`config.mk`:
```
export PLATFORM = sky130hd
export DESIGN_NAME = dma_desc_seq
export DESIGN_NICKNAME = d
export VERILOG_FILES = /design/src/rtl/dbseq_pkg.sv /design/src/rtl/dbseq_cond.sv /design/src/rtl/dbseq_ctrl.sv /design/src/rtl/dbseq_engine.sv /design/src/rtl/dma_desc_seq.sv
export SDC_FILE = /design/constraint.sdc
export NUM_CORES = 1
export LEC_CHECK = 0
export BUFFER_PORTS_ARGS = -buffer_cell sky130_fd_sc_hd__buf_2
export CAP_MARGIN = 20
export CORE_MARGIN = 2
export CORE_UTILIZATION = 53
export DETAILED_ROUTE_END_ITERATION = 8
export PLACE_DENSITY_LB_ADDON = 0.1
export SLEW_MARGIN = 20
export SYNTH_ARGS = -nofsm -noshare
export SYNTH_HDL_FRONTEND = slang
export SYNTH_SLANG_ARGS = --single-unit
```
`constraint.sdc`:
```
create_clock -name clk_i -period 2.6 [get_ports clk_i]
set_input_delay 0.13 -clock clk_i [delete_from_list [all_inputs] [get_ports clk_i]]
set_output_delay 0.13 -clock clk_i [all_outputs]
set_load 0.03 [all_outputs]
```
`src/rtl/dbseq_pkg.sv`:
```
package dbseq_pkg;
  localparam int DESC_WORDS = 4;
  localparam int DESC_BYTES = DESC_WORDS * 4;

  localparam int ST_RUN    = 15;
  localparam int ST_PAUSE  = 14;
  localparam int ST_FLUSH  = 13;
  localparam int ST_WAKE   = 12;
  localparam int ST_DEAD   = 11;
  localparam int ST_ACTIVE = 10;
  localparam int ST_BT     = 8;

  localparam logic [15:0] ST_WRITABLE = 16'hF00F;

  localparam logic [3:0] OP_OUT_MORE = 4'd0;
  localparam logic [3:0] OP_OUT_LAST = 4'd1;
  localparam logic [3:0] OP_IN_MORE  = 4'd2;
  localparam logic [3:0] OP_IN_LAST  = 4'd3;
  localparam logic [3:0] OP_STORE    = 4'd4;
  localparam logic [3:0] OP_LOAD     = 4'd5;
  localparam logic [3:0] OP_NOP      = 4'd6;
  localparam logic [3:0] OP_STOP     = 4'd7;

  localparam logic [2:0] KEY_STREAM_MAX = 3'd3;
  localparam logic [2:0] KEY_SYSTEM     = 3'd6;

  typedef enum logic [1:0] {
    CC_NEVER = 2'd0,
    CC_MATCH = 2'd1,
    CC_MISS  = 2'd2,
    CC_ALWAYS = 2'd3
  } cond_code_e;

  typedef enum logic [2:0] {
    S_IDLE, S_FETCH, S_DECODE, S_XFER, S_WMEM, S_WAIT, S_WB, S_FIN
  } seq_state_e;
endpackage

```
`src/rtl/dbseq_cond.sv`:
```
module dbseq_cond
  import dbseq_pkg::*;
(
  input  logic [1:0] code_i,
  input  logic [3:0] devstat_i,
  input  logic [7:0] sel_i,
  output logic       hit_o
);
  logic match;
  assign match = ((devstat_i & sel_i[7:4]) == (sel_i[3:0] & sel_i[7:4]));

  always_comb begin
    unique case (cond_code_e'(code_i))
      CC_NEVER:  hit_o = 1'b0;
      CC_MATCH:  hit_o = match;
      CC_MISS:   hit_o = ~match;
      default:   hit_o = 1'b1;
    endcase
  end
endmodule

```
`src/rtl/dbseq_ctrl.sv`:
```
module dbseq_ctrl
  import dbseq_pkg::*;
#(
  parameter int ADDR_W = 32
) (
  input  logic              clk_i,
  input  logic              rst_ni,
  input  logic              ctl_we_i,
  input  logic [15:0]       ctl_mask_i,
  input  logic [15:0]       ctl_val_i,
  input  logic              ptr_we_i,
  input  logic [ADDR_W-1:0] ptr_i,
  input  logic              ev_fetch_i,
  input  logic              ev_kill_i,
  input  logic              ev_stop_i,
  input  logic              ev_flush_clr_i,
  input  logic              ev_next_i,
  input  logic              ev_branch_i,
  input  logic [ADDR_W-1:0] dep_i,
  output logic [15:0]       status_o,
  output logic [ADDR_W-1:0] cmdptr_o
);
  localparam logic [ADDR_W-1:0] ALIGN = ~ADDR_W'(DESC_BYTES - 1);
  localparam logic [ADDR_W-1:0] STEP  = ADDR_W'(DESC_BYTES);

  logic [15:0]       status_q, status_d;
  logic [ADDR_W-1:0] ptr_q, ptr_d;

  always_comb begin
    logic [15:0] m;
    logic [15:0] nv;
    status_d = status_q;
    if (ev_fetch_i) status_d[ST_WAKE] = 1'b0;
    if (ev_kill_i) begin
      status_d[ST_DEAD]   = 1'b1;
      status_d[ST_ACTIVE] = 1'b0;
    end
    if (ev_stop_i) begin
      status_d[ST_ACTIVE] = 1'b0;
      status_d[ST_DEAD]   = 1'b0;
      status_d[ST_FLUSH]  = 1'b0;
    end
    if (ev_flush_clr_i) status_d[ST_FLUSH] = 1'b0;
    if (ev_next_i)      status_d[ST_BT]    = 1'b0;
    if (ev_branch_i)    status_d[ST_BT]    = 1'b1;
    m  = ctl_mask_i & ST_WRITABLE;
    nv = (ctl_val_i & m) | (status_d & ~m);
    if (ctl_we_i) begin
      if (nv[ST_RUN] && !status_q[ST_RUN]) begin
        nv[ST_ACTIVE] = 1'b1;
        nv[ST_DEAD]   = 1'b0;
      end
      if (nv[ST_PAUSE]) nv[ST_ACTIVE] = 1'b0;
      if (!nv[ST_RUN] && status_q[ST_RUN]) begin
        nv[ST_ACTIVE] = 1'b0;
        nv[ST_DEAD]   = 1'b0;
      end
      status_d = nv;
    end
  end

  always_comb begin
    ptr_d = ptr_q;
    if (ev_next_i)
      ptr_d = ptr_q + STEP;
    else if (ev_branch_i)
      ptr_d = dep_i & ALIGN;
    else if (ptr_we_i && !status_q[ST_RUN] && !status_q[ST_ACTIVE])
      ptr_d = ptr_i & ALIGN;
  end

  always_ff @(posedge clk_i or negedge rst_ni) begin
    if (!rst_ni) begin
      status_q <= '0;
      ptr_q    <= '0;
    end else begin
      status_q <= status_d;
      ptr_q    <= ptr_d;
    end
  end

  assign status_o = status_q;
  assign cmdptr_o = ptr_q;

  p_dead_inactive_r10: assert property (@(posedge clk_i) disable iff (!rst_ni)
    status_q[ST_DEAD] |-> !status_q[ST_ACTIVE]);

  p_ptr_frozen_r2: assert property (@(posedge clk_i) disable iff (!rst_ni)
    (ptr_we_i && (status_q[ST_RUN] || status_q[ST_ACTIVE]) && !ev_next_i && !ev_branch_i)
    |=> $stable(ptr_q));
endmodule

```
`src/rtl/dbseq_engine.sv`:
```
module dbseq_engine
  import dbseq_pkg::*;
#(
  parameter int ADDR_W = 32,
  parameter int CNT_W  = 16
) (
  input  logic              clk_i,
  input  logic              rst_ni,
  input  logic [15:0]       status_i,
  input  logic [ADDR_W-1:0] cmdptr_i,
  input  logic [7:0]        intr_sel_i,
  input  logic [7:0]        wait_sel_i,
  input  logic [7:0]        branch_sel_i,
  output logic              mem_req_o,
  output logic              mem_we_o,
  output logic [ADDR_W-1:0] mem_addr_o,
  output logic [31:0]       mem_wdata_o,
  input  logic              mem_ack_i,
  input  logic [31:0]       mem_rdata_i,
  output logic              xfer_req_o,
  output logic              xfer_out_o,
  output logic              xfer_last_o,
  output logic [ADDR_W-1:0] xfer_addr_o,
  output logic [CNT_W-1:0]  xfer_len_o,
  input  logic              xfer_done_i,
  input  logic [CNT_W-1:0]  xfer_resid_i,
  output logic              irq_o,
  output logic              ev_fetch_o,
  output logic              ev_kill_o,
  output logic              ev_stop_o,
  output logic              ev_flush_clr_o,
  output logic              ev_next_o,
  output logic              ev_branch_o,
  output logic [ADDR_W-1:0] dep_o
);
  localparam int IDX_W = $clog2(DESC_WORDS);
  localparam int N_COND = 3;

  seq_state_e state_q, state_d;
  logic [IDX_W-1:0] idx_q;
  logic [DESC_WORDS-1:0][31:0] desc_q;

  logic [3:0] opcode;
  logic [2:0] key;
  logic       is_move, is_word, is_store, is_last;
  logic [ADDR_W-1:0] data_addr, word_addr;

  assign opcode    = desc_q[0][31:28];
  assign key       = desc_q[0][26:24];
  assign is_move   = (opcode <= OP_IN_LAST);
  assign is_word   = (opcode == OP_STORE) || (opcode == OP_LOAD);
  assign is_store  = (opcode == OP_STORE);
  assign is_last   = is_move && opcode[0];
  assign data_addr = desc_q[1][ADDR_W-1:0];
  assign word_addr = cmdptr_i + ADDR_W'({idx_q, 2'b00});
  assign dep_o     = desc_q[2][ADDR_W-1:0];

  // index 2: interrupt, 1: branch, 0: wait
  logic [N_COND-1:0][1:0] cc_code;
  logic [N_COND-1:0][7:0] cc_sel;
  logic [N_COND-1:0]      cc_hit;
  assign cc_code = {desc_q[0][21:20], desc_q[0][19:18], desc_q[0][17:16]};
  assign cc_sel  = {intr_sel_i, branch_sel_i, wait_sel_i};

  for (genvar g = 0; g < N_COND; g++) begin : g_cond
    dbseq_cond u_cond (
      .code_i   (cc_code[g]),
      .devstat_i(status_i[3:0]),
      .sel_i    (cc_sel[g]),
      .hit_o    (cc_hit[g])
    );
  end

  logic wait_hit, br_hit, intr_hit;
  assign wait_hit = cc_hit[0];
  assign br_hit   = cc_hit[1];
  assign intr_hit = cc_hit[2];

  always_comb begin
    state_d        = state_q;
    mem_req_o      = 1'b0;
    mem_we_o       = 1'b0;
    mem_addr_o     = word_addr;
    mem_wdata_o    = desc_q[idx_q];
    xfer_req_o     = 1'b0;
    irq_o          = 1'b0;
    ev_fetch_o     = 1'b0;
    ev_kill_o      = 1'b0;
    ev_stop_o      = 1'b0;
    ev_flush_clr_o = 1'b0;
    ev_next_o      = 1'b0;
    ev_branch_o    = 1'b0;
    unique case (state_q)
      S_IDLE: begin
        if (status_i[ST_RUN] && status_i[ST_ACTIVE]) begin
          ev_fetch_o = 1'b1;
          state_d    = S_FETCH;
        end
      end
      S_FETCH: begin
        mem_req_o = 1'b1;
        if (mem_ack_i && idx_q == IDX_W'(DESC_WORDS - 1)) state_d = S_DECODE;
      end
      S_DECODE: begin
        if (opcode == OP_STOP) begin
          ev_stop_o = 1'b1;
          state_d   = S_IDLE;
        end else if (opcode == OP_NOP) begin
          state_d = S_WAIT;
        end else if (is_move && key <= KEY_STREAM_MAX && data_addr != '0) begin
          state_d = S_XFER;
        end else if (is_word && key == KEY_SYSTEM) begin
          state_d = S_WMEM;
        end else begin
          ev_kill_o = 1'b1;
          irq_o     = 1'b1;
          state_d   = S_IDLE;
        end
      end
      S_XFER: begin
        xfer_req_o = 1'b1;
        if (xfer_done_i) state_d = S_WAIT;
      end
      S_WMEM: begin
        mem_req_o   = 1'b1;
        mem_we_o    = is_store;
        mem_addr_o  = data_addr;
        mem_wdata_o = desc_q[2];
        if (mem_ack_i) state_d = S_WAIT;
      end
      S_WAIT: begin
        if (!wait_hit) state_d = S_WB;
      end
      S_WB: begin
        mem_req_o = 1'b1;
        mem_we_o  = 1'b1;
        if (mem_ack_i && idx_q == IDX_W'(DESC_WORDS - 1)) state_d = S_FIN;
      end
      S_FIN: begin
        irq_o          = intr_hit;
        ev_flush_clr_o = is_last || is_word;
        if (!is_word && br_hit) ev_branch_o = 1'b1;
        else                    ev_next_o   = 1'b1;
        state_d = S_IDLE;
      end
      default: state_d = S_IDLE;
    endcase
  end

  always_ff @(posedge clk_i or negedge rst_ni) begin
    if (!rst_ni) begin
      state_q <= S_IDLE;
      idx_q   <= '0;
      desc_q  <= '0;
    end else begin
      state_q <= state_d;
      unique case (state_q)
        S_IDLE: idx_q <= '0;
        S_FETCH: if (mem_ack_i) begin
          desc_q[idx_q] <= mem_rdata_i;
          idx_q         <= idx_q + 1'b1;
        end
        S_XFER: if (xfer_done_i) desc_q[3][CNT_W-1:0] <= xfer_resid_i;
        S_WMEM: if (mem_ack_i && !is_store) desc_q[2] <= mem_rdata_i;
        S_WAIT: if (!wait_hit) begin
          desc_q[3][31:16] <= status_i;
          idx_q            <= '0;
        end
        S_WB: if (mem_ack_i) idx_q <= idx_q + 1'b1;
        default: ;
      endcase
    end
  end

  assign xfer_out_o  = ~opcode[1];
  assign xfer_last_o = is_last;
  assign xfer_addr_o = data_addr;
  assign xfer_len_o  = desc_q[0][CNT_W-1:0];

  p_mem_hold_r4: assert property (@(posedge clk_i) disable iff (!rst_ni)
    (mem_req_o && !mem_ack_i) |=> (mem_req_o && $stable(mem_addr_o) && $stable(mem_we_o)));

  p_xfer_hold_r5: assert property (@(posedge clk_i) disable iff (!rst_ni)
    (xfer_req_o && !xfer_done_i) |=> (xfer_req_o && $stable(xfer_addr_o) && $stable(xfer_len_o)));

  p_irq_pulse_r9: assert property (@(posedge clk_i) disable iff (!rst_ni)
    irq_o |=> !irq_o);

  p_no_overlap_r5: assert property (@(posedge clk_i) disable iff (!rst_ni)
    !(mem_req_o && xfer_req_o));

  p_stop_quiet_r11: assert property (@(posedge clk_i) disable iff (!rst_ni)
    ev_stop_o |=> !mem_req_o);
endmodule

```
`src/rtl/dma_desc_seq.sv`:
```
module dma_desc_seq
  import dbseq_pkg::*;
#(
  parameter int ADDR_W = 32,
  parameter int CNT_W  = 16
) (
  input  logic              clk_i,
  input  logic              rst_ni,
  input  logic              ctl_we_i,
  input  logic [15:0]       ctl_mask_i,
  input  logic [15:0]       ctl_val_i,
  input  logic              ptr_we_i,
  input  logic [ADDR_W-1:0] ptr_i,
  input  logic [7:0]        intr_sel_i,
  input  logic [7:0]        wait_sel_i,
  input  logic [7:0]        branch_sel_i,
  output logic [15:0]       status_o,
  output logic [ADDR_W-1:0] cmdptr_o,
  output logic              mem_req_o,
  output logic              mem_we_o,
  output logic [ADDR_W-1:0] mem_addr_o,
  output logic [31:0]       mem_wdata_o,
  input  logic              mem_ack_i,
  input  logic [31:0]       mem_rdata_i,
  output logic              xfer_req_o,
  output logic              xfer_out_o,
  output logic              xfer_last_o,
  output logic [ADDR_W-1:0] xfer_addr_o,
  output logic [CNT_W-1:0]  xfer_len_o,
  input  logic              xfer_done_i,
  input  logic [CNT_W-1:0]  xfer_resid_i,
  output logic              irq_o
);
  logic ev_fetch, ev_kill, ev_stop, ev_flush_clr, ev_next, ev_branch;
  logic [ADDR_W-1:0] dep;

  dbseq_ctrl #(.ADDR_W(ADDR_W)) u_ctrl (
    .clk_i, .rst_ni,
    .ctl_we_i, .ctl_mask_i, .ctl_val_i,
    .ptr_we_i, .ptr_i,
    .ev_fetch_i    (ev_fetch),
    .ev_kill_i     (ev_kill),
    .ev_stop_i     (ev_stop),
    .ev_flush_clr_i(ev_flush_clr),
    .ev_next_i     (ev_next),
    .ev_branch_i   (ev_branch),
    .dep_i         (dep),
    .status_o, .cmdptr_o
  );

  dbseq_engine #(.ADDR_W(ADDR_W), .CNT_W(CNT_W)) u_engine (
    .clk_i, .rst_ni,
    .status_i (status_o),
    .cmdptr_i (cmdptr_o),
    .intr_sel_i, .wait_sel_i, .branch_sel_i,
    .mem_req_o, .mem_we_o, .mem_addr_o, .mem_wdata_o, .mem_ack_i, .mem_rdata_i,
    .xfer_req_o, .xfer_out_o, .xfer_last_o, .xfer_addr_o, .xfer_len_o,
    .xfer_done_i, .xfer_resid_i,
    .irq_o,
    .ev_fetch_o    (ev_fetch),
    .ev_kill_o     (ev_kill),
    .ev_stop_o     (ev_stop),
    .ev_flush_clr_o(ev_flush_clr),
    .ev_next_o     (ev_next),
    .ev_branch_o   (ev_branch),
    .dep_o         (dep)
  );
endmodule

```
# [Yosys cells after proc, flatten, opt, wreduce, memory -nomap -nowiden]
# Cells that the tools add are included.
[word_totals] in_bits=142 regBits=181 output_inout_bits=166 elab_cells=163
[op_classes] magnitude_cmp=4 n_eq_ne=31 n_mux=63 add_sub_neg=3 n_bitwise=14 reduce_logical=38
[op_table] operator="32-bit 2-to-1 mux" n=8
[op_table] operator="128-bit bitwise mux" n=1
[op_table] operator="128-bit 2-to-1 mux" n=1
[op_table] operator="32-bit binary-select mux with 2-bit select" n=1
[op_table] operator="32-bit demux with 2-bit select" n=1
[op_table] operator="16-bit case mux with 2 select lines" n=2
[op_table] operator="32-bit case mux with 2 select lines" n=1
[op_table] operator="32-bit by 4-bit adder with 32-bit output" n=1
[op_table] operator="32-bit by 5-bit adder with 32-bit output (second input constant)" n=1
[op_table] operator="16-bit AND" n=2
[op_table] operator="16-bit 2-to-1 mux" n=2
[op_table] operator="32-bit nonzero test" n=1
[op_table] operator="3-bit 2-to-1 mux" n=10
[op_table] operator="4-bit AND" n=6
[op_table] operator="3-bit case mux with 8 select lines" n=1
[op_table] operator="1-bit 2-to-1 mux" n=22
[op_table] operator="4-bit by 3-bit == test with 1-bit output (second input constant)" n=4
[op_table] operator="16-bit inverter" n=1
[op_table] operator="16-bit OR" n=1
[op_table] operator="3-bit == test (second input constant)" n=5
[op_table] operator="14-bit 2-to-1 mux" n=1
[op_table] operator="1-bit logical AND" n=13
[op_table] operator="4-bit == test" n=3
[op_table] operator="2-bit 2-to-1 mux" n=6
[op_table] operator="26 further kinds" n=58

# [Depth between registers and ports, before layout]
# Gate-level depths: netlist of run 1.
[depth] word_depth=17 mapped_depth=9 depth_no_buf=7

# [By module]
# A second synthesis of run 1 with hierarchy kept.
[unflattened] hier_cells=1236 area_unflattened_um2=11451.0
[modules_own_cells] mod="dbseq_engine" instances=1 seq_area_each_um2=3328.2 cells_per_inst=928 area_each_um2=8533.2
[modules_own_cells] mod="dbseq_ctrl" instances=1 seq_area_each_um2=975.9 cells_per_inst=287 area_each_um2=2707.6
[modules_own_cells] mod="dbseq_cond" instances=3 seq_area_each_um2=0.0 cells_per_inst=7 area_each_um2=70.1

# [Worst setup path after synthesis of run 1]
# OpenSTA, ideal clock, no wires.
[synth_path] path_type="reg2reg" startpoint="reg u_ctrl.status_q[2], in the netlist u_ctrl.status_o[2]" endpoint="reg u_engine.desc_q[124] in the netlist's numbering" setup_slack_ps=334 n_path_buf=1 t_arrival_ps=2141 period_less_slack_ps=2266 stages_incl_launch_ff=8 path_cell_list="dfrtp_1 xor2_1 a22o_1 a221oi_2 mux2i_2 a21oi_4 buf_12 mux2_4"
[synth_between] elab_chain_cells=6
[synth_rtl] element="from (decl)" line="dbseq_ctrl.sv:26" source="logic [15:0] status_q, status_d;"
[synth_rtl] element="from (signal assigned)" line="dbseq_ctrl.sv:77" source="status_q <= status_d;"
[synth_rtl] element="4-bit AND (*)" line="dbseq_cond.sv:10" source="assign match = ((devstat_i & sel_i[7:4]) == (sel_i[3:0] & sel_i[7:4]));"
[synth_rtl] element="4-bit == test (*)" line="dbseq_cond.sv:10"
[synth_rtl] element="1-bit inverter" line="dbseq_cond.sv:16" source="CC_MISS: hit_o = ~match;"
[synth_rtl] element="1-bit case mux with 3 select lines (*)" line="dbseq_cond.sv:13" source="unique case (cond_code_e'(code_i))"
[synth_rtl] element="2-bit != test (no source line) (*)"
[synth_rtl] element="3-bit AND reduction (no source line) (*)"
[synth_rtl] element="to (signal, indexed assignment)" line="dbseq_engine.sv:160" source="desc_q[idx_q] <= mem_rdata_i;"
[synth_rtl] element="to (signal, indexed assignment)" line="dbseq_engine.sv:163" source="S_XFER: if (xfer_done_i) desc_q[3][CNT_W-1:0] <= xfer_resid_i;"
[synth_rtl] element="to (decl)" line="dbseq_engine.sv:41" source="logic [DESC_WORDS-1:0][31:0] desc_q;"
# Every way passes the cells marked *; elsewhere a longest branch is shown, timed or not.
# A chain may end at the register's enable or synchronous reset.

# [Final worst setup path of run 1]
[layout_path] startpoint="reg u_engine.state_q[0]" endpoint="out mem_wdata_o[17]"
[layout_between] elab_chain_cells=2
[layout_rtl] element="from (decl)" line="dbseq_engine.sv:39" source="seq_state_e state_q, state_d;"
[layout_rtl] element="from (signal assigned)" line="dbseq_engine.sv:156" source="state_q <= state_d;"
[layout_rtl] element="3-bit == test" line="dbseq_engine.sv:93" source="unique case (state_q)"
[layout_rtl] element="32-bit 2-to-1 mux" line="dbseq_engine.sv:93"
[layout_rtl] element="to (decl)" line="dma_desc_seq.sv:22" source="output logic [31:0] mem_wdata_o,"
# No other way between the ends.

==> results of run 1 <==
## timing repair
action                                 in CTS  in global routing
endpoints found under the hold margin     147                  1
pin swaps                                   1                  0
hold buffers                               63                  1
setup endpoints to repair                  29                 15
setup buffers                               4                  2
resized for setup                           5                  5
## cell usage in the layout, fill, tap and decap left out, types with 6 or more instances in the layout
master	synthesis	final
buf_2	9	276
nand2_1	183	182
dfrtp_1	172	170
mux2_2	139	139
o21ai_0	79	77
dlygate4sd3_1	0	64
a21oi_1	58	58
buf_4	58	57
nor2_1	46	45
o22ai_1	36	36
or3_1	33	33
nand3_1	35	32
a31oi_1	27	27
mux2i_1	24	24
and3_1	22	22
xor2_1	20	20
clkbuf_16	0	17
nor3_1	16	15
inv_1	13	13
a22o_1	10	10
conb_1	1	9
buf_12	1	8
nor4_1	10	7
nand4_1	7	7
and2_1	6	6
a22oi_1	6	6
## logic make-up (layout without fill, tap and decap cells)
logic type / count (synthesis) / in the layout / share of synthesized area, %
buffers and inverters: 153 / 454 / 7.804
other: 1 / 9 / 0.03539
AOI/OAI and AO/OA: 251 / 251 / 14.33
DFF: 172 / 172 / 40.61
xor gates and xnor gates: 25 / 25 / 2.066
and+or+nand+nor: 381 / 381 / 16.82
muxes: 168 / 168 / 17.73
adders and majority gates: 5 / 5 / 0.5903
## cells in the mapped netlist (22+ instances only)
master,instances,area (sq um)
a31oi_1,27,168.9
or3_1,33,206.5
dfrtp_1,172,4304
nand2_1,183,686.9
o22ai_1,36,225.2
nor2_1,46,172.7
nand3_1,35,175.2
mux2_2,139,1565
o21ai_0,79,395.4
and3_1,22,137.6
a21oi_1,58,290.3
clkbuf_1,62,232.7
buf_4,58,435.4
mux2i_1,24,240.2
## worst max-delay path: stages, from the launching register on
cell and delay, ns:
dfrtp_1 0.38, inv_1 0.19, nand3_2 0.14, nand2_1 0.32, buf_12 0.24, o22ai_1 0.11, a21oi_1 0.27, buf_2 0.26
## registers in the layout, summed over array words and instances, names as in the netlist
register / flops
u_engine.desc_q: 42
u_engine.dep_o: 32
u_engine.xfer_addr_o: 32
u_ctrl.cmdptr_o: 28
u_engine.xfer_len_o: 16
u_ctrl.status_o: 11
u_engine.cc_code: 6
u_engine.state_q: 3
u_engine.idx_q: 2
## per-layer routing
metal	share of wire, %	up-vias	track usage, %
li1	-	4690	-
met1	42	4987	47.53
met2	45	593	51.97
met3	9.5	87	5.549
met4	3.1	0	11.96
met5	0	-	0
## path summary, 6_finish.rpt
kind / startpoint / to / slack, ns / depth (start not counted)
min in group asynchronous: rst_ni / u_ctrl.cmdptr_o[27] / 0.20 / 2
hold reg to reg: u_engine.desc_q[118] / u_engine.desc_q[118] / 0.50 / 1
hold / removal: mem_rdata_i[13] / u_engine.xfer_addr_o[13] / 0.01 / 2
max in group asynchronous: rst_ni / u_engine.dep_o[28] / 1.58 / 3
setup / recovery: u_engine.state_q[0] / mem_wdata_o[17] / 0.1 / 7
setup reg to reg: u_ctrl.status_o[3] / u_ctrl.cmdptr_o[22] / 0.17 / 7
## report_power, final
| part | switching, mW | internal [mW] | total [mW] |
|---|---|---|---|
| clock network | 1.17 | 1.27 | 2.44 |
| registers | 1.54 | 3.95 | 5.49 |
| logic | 7.37 | 4.33 | 11.7 |
## layout make-up
type	instances	share of cell area, %
Inverter	15	0.4190
Sequential cell	172	32.05
Timing Repair Buffer	407	19.59
Multi-Input combinational cell	839	41.38
Clock buffer	18	3.268
Tap cell	265	2.467
Clock inverter	14	0.8287
## per-stage QoR
stage | cells | TNS, ns | hold WS (ns)
after floorplan | 1164 | 0 | -0.1656
after global placement | 1628 | 0 | 0.1081
after detailed placement | 1628 | 0 | 0.1092
after CTS | 1727 | 0 | 0.001087
after global routing | 1730 | -0.01541 | 0.008710
final | 1730 | 0 | 0.01145
==> flow_metrics.py, run 1 <==
metrics = {
    "outcome": {
        "status": "complete, no violations",
    },
    "sta": {
        "fmax_ghz": 0.3993,
        "skew_ns": 0.01163,
        "finalHoldViolations": 0,
        "period_needed_ns": 2.504,
        "setup_viol": 0,
        "timing.final.max_slew_violations": 0,
        "maxSlewHeadroom_pct": 61.80,
        "setup_ws_ns": 0.09553,
        "worst_pin_slew_ns": 0.5687,
        "finalCritPeriodShare_pct": 96.33,
    },
    "floorplan": {
        "floorplan.initialDensity_pct": 54.27,
        "fp.dieW_um": 145.4,
        "die_h_um": 145.4,
        "io_pins": 308,
        "rows": 51,
        "coreArea_sq_um": 19530,
        "die-area_sq_um": 21140,
    },
    "yosys": {
        "synthFlopType": "dfrtp_1",
        "syn_inst": 1156,
        "ys_ff_latch": 172,
        "synth_warnings": 0,
        "synth_cell_type_count": 66,
        "synth_area_per_cell_sq_um": 9.168,
        "synth-edff-count": 0,
        "synth-seq-area-share_pct": 40.61,
        "synthArstFlopShare_pct": 100.0,
        "syn_area_sq_um": 10600,
    },
    "critical_path": {
        "arrival_ns": 2.37,
        "cp_max_fo": 25,
        "crit_path_end_kind": "output pin",
        "path_class": "reg2out",
        "required_ns": 2.47,
        "worst_setup_path_start_kind": "flop",
    },
    "power": {
        "finalPower_mw": 19.64,
        "max-vdd-ir-drop_uv": 920.8,
        "powerDensity_nw_per_um2": 1461,
        "p_leak_nw": 6.306,
    },
    "routing": {
        "dr.pass1.iters": 5,
        "ant_nets": 0,
        "vias": 10360,
        "wl_per_cell_um": 20.63,
        "vias_per_cell": 5.987,
        "drc_errors": 0,
        "initialDrtViolationCount": 1017,
        "wirelength_um": 35680,
    },
    "clock_network": {
        "cts-root-buf": "clkbuf_16",
        "clk_pin_slew_ns": 0.07,
        "cts_buffers": 17,
        "cts_tree": "built",
        "clkLatencyLatePin_ns": 0.44,
        "clk_path_buf_depth": 2,
        "cts_sinks": 172,
        "cts-htree-levels": 4,
    },
    "global_route": {
        "antenna_found_initial": 0,
        "grt_overflow_total": 0,
        "grt_max_degree": 57,
        "grt_usage_pct": 33.42,
        "grt_pass1_wl_um": 55830,
        "first_global_vias": 9934,
    },
    "place": {
        "pre_cts_ws_ns": 0.2474,
        "hpwl_um": 24760,
        "portBuffers": 278,
        "dpl-instance-area_sq_um": 12160,
        "place.gp.congestion": 0.9231,
    },
    "cells_and_area": {
        "drive_gt1_share_pct": 36.86,
        "post-route-util_pct": 68.82,
        "diodes": 0,
        "multi_input_area_sq_um": 5560,
        "fillers": 1602,
        "regArea_sq_um": 4307,
        "stdcell_area_sq_um": 13440,
        "final_net_count": 1599,
        "syn2layout_area_growth_pct": 26.80,
    },
    "run": {
        "cap_violations": 0,
    },
    "hold_path": {
        "min-delay-path-class": "in2reg",
    },
}
No activity file was read; power rests on OpenSTA's default activity.
==> run 2: changes to the inputs <==
--- a/config.mk
+++ b/config.mk
@@ -11,6 +11,7 @@
 export CORE_UTILIZATION = 53
 export DETAILED_ROUTE_END_ITERATION = 8
 export PLACE_DENSITY_LB_ADDON = 0.1
+export RECOVER_POWER = 25
 export SLEW_MARGIN = 20
 export SYNTH_ARGS = -nofsm -noshare
 export SYNTH_HDL_FRONTEND = slang
==> flow_metrics.py, run 2 (synthesis gave the netlist of run 1 again) <==
metrics = {
    "cells_and_area": {
        "multi_input_area_sq_um": 5560,
        "regArea_sq_um": 4307,
        "largest_reg_flops": 42,
        "top_register": "u_engine.desc_q",
        "fillers": 1605,
        "final_cell_mix": "buf_2 (275), nand2_1 (182), dfrtp_1 (170)",
        "syn2layout_area_growth_pct": 26.49,
        "mostFrequentLayoutCell": "buf_2",
        "post-route-util_pct": 68.65,
        "diodes": 0,
        "final_net_count": 1599,
        "drive_gt1_share_pct": 36.79,
    },
    "routing": {
        "wirelength_um": 35670,
        "vias": 10380,
        "dr.pass1.iters": 6,
        "vias_per_cell": 6.002,
        "drc_errors": 0,
        "ant_nets": 0,
        "initialDrtViolationCount": 967,
        "wl_per_cell_um": 20.62,
    },
    "power": {
        "powerDensity_nw_per_um2": 1465,
        "max-vdd-ir-drop_uv": 923.2,
        "p_leak_nw": 6.292,
    },
    "floorplan": {
        "rows": 51,
        "fp.dieW_um": 145.4,
        "floorplan.initialDensity_pct": 54.27,
        "die-area_sq_um": 21140,
        "die_h_um": 145.4,
        "io_pins": 308,
        "coreArea_sq_um": 19530,
    },
    "clock_network": {
        "clk_pin_slew_ns": 0.07,
        "cts-root-buf": "clkbuf_16",
        "cts-htree-levels": 4,
        "cts_tree": "built",
        "cts_sinks": 172,
        "clkLatencyLatePin_ns": 0.45,
        "cts_buffers": 17,
        "clk_path_buf_depth": 2,
    },
    "global_route": {
        "grt_overflow_total": 0,
        "first_global_vias": 9934,
        "antenna_found_initial": 0,
        "grt_usage_pct": 33.42,
        "grt_pass1_wl_um": 55830,
        "grt_max_degree": 57,
    },
    "hold_path": {
        "hold_depth": 2,
        "min-delay-path-class": "in2reg",
        "min_from": "mem_rdata_i[13]",
        "hold_end": "u_engine.xfer_addr_o[13]",
    },
    "sta": {
        "maxSlewHeadroom_pct": 16.83,
        "period_needed_ns": 2.516,
        "finalSetupTns_ns": 0,
        "worst_pin_slew_ns": 1.248,
        "fmax_ghz": 0.3975,
        "timing.final.max_slew_violations": 0,
        "finalCritPeriodShare_pct": 96.76,
        "setup_viol": 0,
        "skew_ns": 0.01437,
        "finalHoldViolations": 0,
    },
    "critical_path": {
        "r2r_slack_ns": 0.17,
        "cp_cell_sequence": "inv_1, nand3_2, nand2_1, buf_12, o22ai_1, a21oi_1, buf_2",
        "worst_setup_path_start_kind": "flop",
        "cp_max_fo": 25,
        "path_class": "reg2out",
        "arrival_ns": 2.39,
        "critical_path.max_stage_delay_ns": 0.38,
        "worstReg2RegEnd": "u_ctrl.cmdptr_o[22]",
        "worstReg2RegStart": "u_ctrl.status_o[1]",
        "crit_buf_inv": 3,
        "crit_path_end_kind": "output pin",
        "reg2regPathDepth": 7,
        "cp_slowest_cell": "dfrtp_1",
        "critPathTopFamily": "buffers and inverters",
        "required_ns": 2.47,
    },
    "place": {
        "hpwl_um": 24760,
        "place.gp.congestion": 0.9231,
        "portBuffers": 278,
    },
    "run": {
        "cap_violations": 0,
    },
    "outcome": {
        "status": "complete, no violations",
    },
}
[run 2: changes by cell type in the layout (fill, tap and decap cells not counted)]
| cell | before | now |
|---|---|---|
| buf_12 | 8 | 6 |
| buf_6 | 2 | 1 |
| clkbuf_2 | 0 | 1 |
| clkbuf_4 | 0 | 2 |
| clkbuf_1 | 0 | 1 |
| buf_2 | 276 | 275 |
[run 2: power by group]
group	internal (mW)	leakage [nW]	switching, mW
sequential	3.95	2.08	1.55
clock	1.27	0.270	1.17
combinational	4.32	3.94	7.38
total	9.54	6.29	10.1
[run 2: worst reg2reg max path: cells and delay by family (launching register included)]
| family | cells | cell delay [ns] |
|---|---|---|
| xor gates and xnor gates | 1 | 0.23 |
| buffers and inverters | 1 | 0.23 |
| DFF | 1 | 0.53 |
| AOI/OAI and AO/OA | 3 | 0.61 |
| and+or+nand+nor | 2 | 0.71 |
[run 2: worst max-delay path by stage]
stage | cells after the start | end | startpoint
after floorplan | 7 | u_engine.desc_q[124] | u_ctrl.status_o[2]
after global placement | 7 | u_ctrl.cmdptr_o[22] | u_ctrl.status_o[1]
after detailed placement | 7 | u_ctrl.cmdptr_o[22] | u_ctrl.status_o[3]
after CTS | 8 | irq_o | u_engine.xfer_addr_o[8]
after global routing | 8 | irq_o | u_engine.xfer_addr_o[8]
final | 7 | mem_wdata_o[17] | u_engine.state_q[0]
[run 2: cell type report]
class	count	area share (%)
Sequential cell	172	32.13
Clock inverter	14	0.8307
Clock buffer	18	3.276
Multi-Input combinational cell	839	41.48
Inverter	15	0.4200
Tap cell	265	2.473
Timing Repair Buffer	407	19.40
[run 2: routing by layer]
metal	global-route usage, %	up-vias	wire length, um
met5	0	-	0
met4	11.96	0	1056
met3	5.549	84	3196
met2	51.97	592	16120
met1	47.53	5021	15300
li1	-	4686	-
[run 2: stage by stage]
stage	total power, mW	cell area, sq um	std cells	hold slack, ns	worst slack (ns)
finish	19.64	13410	1730	0.004453	0.08437
global route	20.68	13410	1730	0.008710	-0.01541
CTS	19.49	13390	1727	0.001087	0.01217
detailed placement	16.88	12160	1628	0.1092	0.2474
global placement	16.69	12160	1628	0.1081	0.2800
floorplan	13.53	10630	1164	-0.1656	0.3336
[run 2: what timing repair did]
action                                 4_1_cts  5_1_grt
resized for setup                            5        5
pin swaps                                    1        0
endpoints found under the hold margin      147        1
buffers inserted                             4        2
setup endpoints to repair                   29       15
hold buffers                                63        1
==> run 3: changes to the inputs <==
--- a/config.mk
+++ b/config.mk
@@ -10,7 +10,8 @@
 export CORE_MARGIN = 2
 export CORE_UTILIZATION = 53
 export DETAILED_ROUTE_END_ITERATION = 8
-export PLACE_DENSITY_LB_ADDON = 0.1
+export GPL_TIMING_DRIVEN = 0
+export PLACE_DENSITY = 0.81
 export RECOVER_POWER = 25
 export SLEW_MARGIN = 20
 export SYNTH_ARGS = -nofsm -noshare
==> flow_metrics.py, run 3 (synthesis gave the netlist of run 1 again) <==
metrics = {
    "sta": {
        "fmax_ghz": 0.3778,
        "finalSetupTns_ns": -0.04659,
        "finalCritPeriodShare_pct": 101.8,
        "period_needed_ns": 2.647,
        "maxSlewHeadroom_pct": -9.862,
        "timing.final.max_slew_violations": 31,
        "finalHoldViolations": 0,
        "setup_viol": 1,
        "rsz0062_at_grt": "yes",
        "skew_ns": 0.01448,
        "worst_pin_slew_ns": 1.648,
        "hold-worst-slack_ns": 0.008805,
        "setup_ws_ns": -0.04659,
    },
    "routing": {
        "wirelength_um": 40140,
        "vias_per_cell": 6.252,
        "vias": 11210,
        "initialDrtViolationCount": 1316,
        "drc_errors": 0,
        "ant_nets": 0,
        "wl_per_cell_um": 22.39,
        "dr.pass1.iters": 6,
    },
    "critical_path": {
        "worstReg2RegEnd": "u_engine.desc_q[124]",
        "r2r_slack_ns": 0.10,
        "cp-startpoint": "u_engine.state_q[0]",
        "crit_buf_inv": 5,
        "arrival_ns": 2.52,
        "reg2regPathDepth": 7,
        "required_ns": 2.47,
        "path_class": "reg2out",
        "cp_cell_sequence": "clkbuf_4, inv_4, nand2_2, nor2_4, buf_4, clkbuf_2, or3_1, o21ai_0, a21oi_1, buf_2",
        "worstReg2RegStart": "u_ctrl.status_o[2]",
        "cp_slowest_cell": "dfrtp_1",
        "crit_cells": 10,
        "crit_path_end_kind": "output pin",
        "critPathTopFamily": "buffers and inverters",
        "critical_path.max_stage_delay_ns": 0.36,
        "cp_max_fo": 10,
        "worst_setup_path_start_kind": "flop",
    },
    "cells_and_area": {
        "final_net_count": 1662,
        "largest_reg_flops": 42,
        "post-route-util_pct": 70.24,
        "drive_gt1_share_pct": 38.51,
        "stdcell_area_sq_um": 13710,
        "fin_cells": 1793,
        "final_cell_mix": "buf_2 (273), nand2_1 (182), dfrtp_1 (171)",
        "mostFrequentLayoutCell": "buf_2",
        "syn2layout_area_growth_pct": 29.41,
        "top_register": "u_engine.desc_q",
    },
    "hold_path": {
        "hold_end": "u_engine.desc_q[119]",
        "min_from": "mem_rdata_i[23]",
        "hold_depth": 2,
        "min-delay-path-class": "in2reg",
    },
    "clock_network": {
        "cts-root-buf": "clkbuf_16",
        "cts_tree": "built",
        "clkLatencyLatePin_ns": 0.44,
        "clk_path_buf_depth": 2,
        "cts_sinks": 172,
        "cts-htree-levels": 4,
        "cts_buffers": 17,
        "clk_pin_slew_ns": 0.07,
    },
    "outcome": {
        "violations": "max-capacitance violations, max-slew violations, negative setup slack",
        "status": "complete, but fails checks",
    },
    "floorplan": {
        "coreArea_sq_um": 19530,
        "die-area_sq_um": 21140,
        "rows": 51,
        "fp.dieW_um": 145.4,
        "die_h_um": 145.4,
        "floorplan.initialDensity_pct": 54.27,
        "io_pins": 308,
    },
    "power": {
        "finalPower_mw": 20.71,
        "max-vdd-ir-drop_uv": 900.2,
        "p_leak_nw": 6.463,
        "powerDensity_nw_per_um2": 1510,
    },
    "place": {
        "portBuffers": 278,
        "hpwl_um": 28550,
        "dpl-instance-area_sq_um": 12420,
        "dp_cells": 1709,
        "place.gp.congestion": 0.9339,
        "pre_cts_ws_ns": -0.3008,
    },
    "global_route": {
        "top_usage_layer": "met2",
        "grt_max_degree": 76,
        "grt_overflow_total": 0,
        "grt_pass1_wl_um": 60860,
        "first_global_vias": 11080,
        "grt_util_met3_pct": 7.367,
        "use_met1_pct": 46.78,
        "grt_usage_pct": 36.72,
        "antenna_found_initial": 0,
        "grt_use_met2_pct": 59.03,
    },
    "run": {
        "cap_violations": 1,
    },
}
==> run 3: cell count changes in the layout (fill, tap and decap cells not counted), sizes merged <==
cell           change
diode              +1
clkbuf            +63
inv                -2
dlygate4sd3       -12
buf               +12
clkdlybuf4s15      +1
bufinv             +2
clkinv             -5
clkinvlp           +3
==> run 3: final cells by class <==
| type | instances | area, sq um |
|---|---|---|
| antenna | 1 | 2.502 |
| buffer | 136 | 855.8 |
| clock buffer | 19 | 442.9 |
| clock inverter | 12 | 137.6 |
| fill | 1462 | 5812 |
| inverter | 15 | 63.81 |
| multi-input combinational | 839 | 5597 |
| sequential | 172 | 4305 |
| tap | 265 | 331.6 |
| timing repair buffer | 334 | 1978 |
==> run 3: how the worst max path moves through the flow <==
stage	to	slack, ns
global placement	u_engine.xfer_len_o[8]	-1.33
floorplan	u_engine.desc_q[124]	0.33
detailed placement	mem_addr_o[14]	-0.30
CTS	u_engine.desc_q[24]	0.01
finish	mem_wdata_o[11]	-0.05
global route	mem_wdata_o[11]	-0.08
==> run 3: per-layer routing <==
layer | up-vias | routed length, um
met5 | - | 0
met4 | 0 | 2225
met3 | 200 | 4357
met2 | 868 | 18640
met1 | 5340 | 14920
li1 | 4801 | -
==> run 3: worst reg2reg max path, delay by kind of cell (launching register included) <==
kind                   cells  cell delay [ns]
buffers and inverters      1             0.20
XOR/XNOR                   1             0.20
multiplexers               2             0.74
AO/OA/AOI/OAI              3             0.76
flip-flops                 1             0.48
==> run 3: repair_timing <==
action                     in CTS  in global routing
setup endpoints to repair     146                129
hold endpoints to repair      250                  0
hold buffers                   52                  0
pin swaps                       1                  7
setup buffers                   2                  0
gates resized for setup        53                 52
==> run 3: power by group <==
| group | total (mW) | leakage (nW) | internal (mW) | switching (mW) |
|---|---|---|---|---|
| sequential | 5.71 | 2.09 | 3.95 | 1.76 |
| combinational | 12.4 | 4.10 | 4.65 | 7.75 |
| clock | 2.59 | 0.274 | 1.45 | 1.14 |
| total | 20.7 | 6.46 | 10.0 | 10.7 |
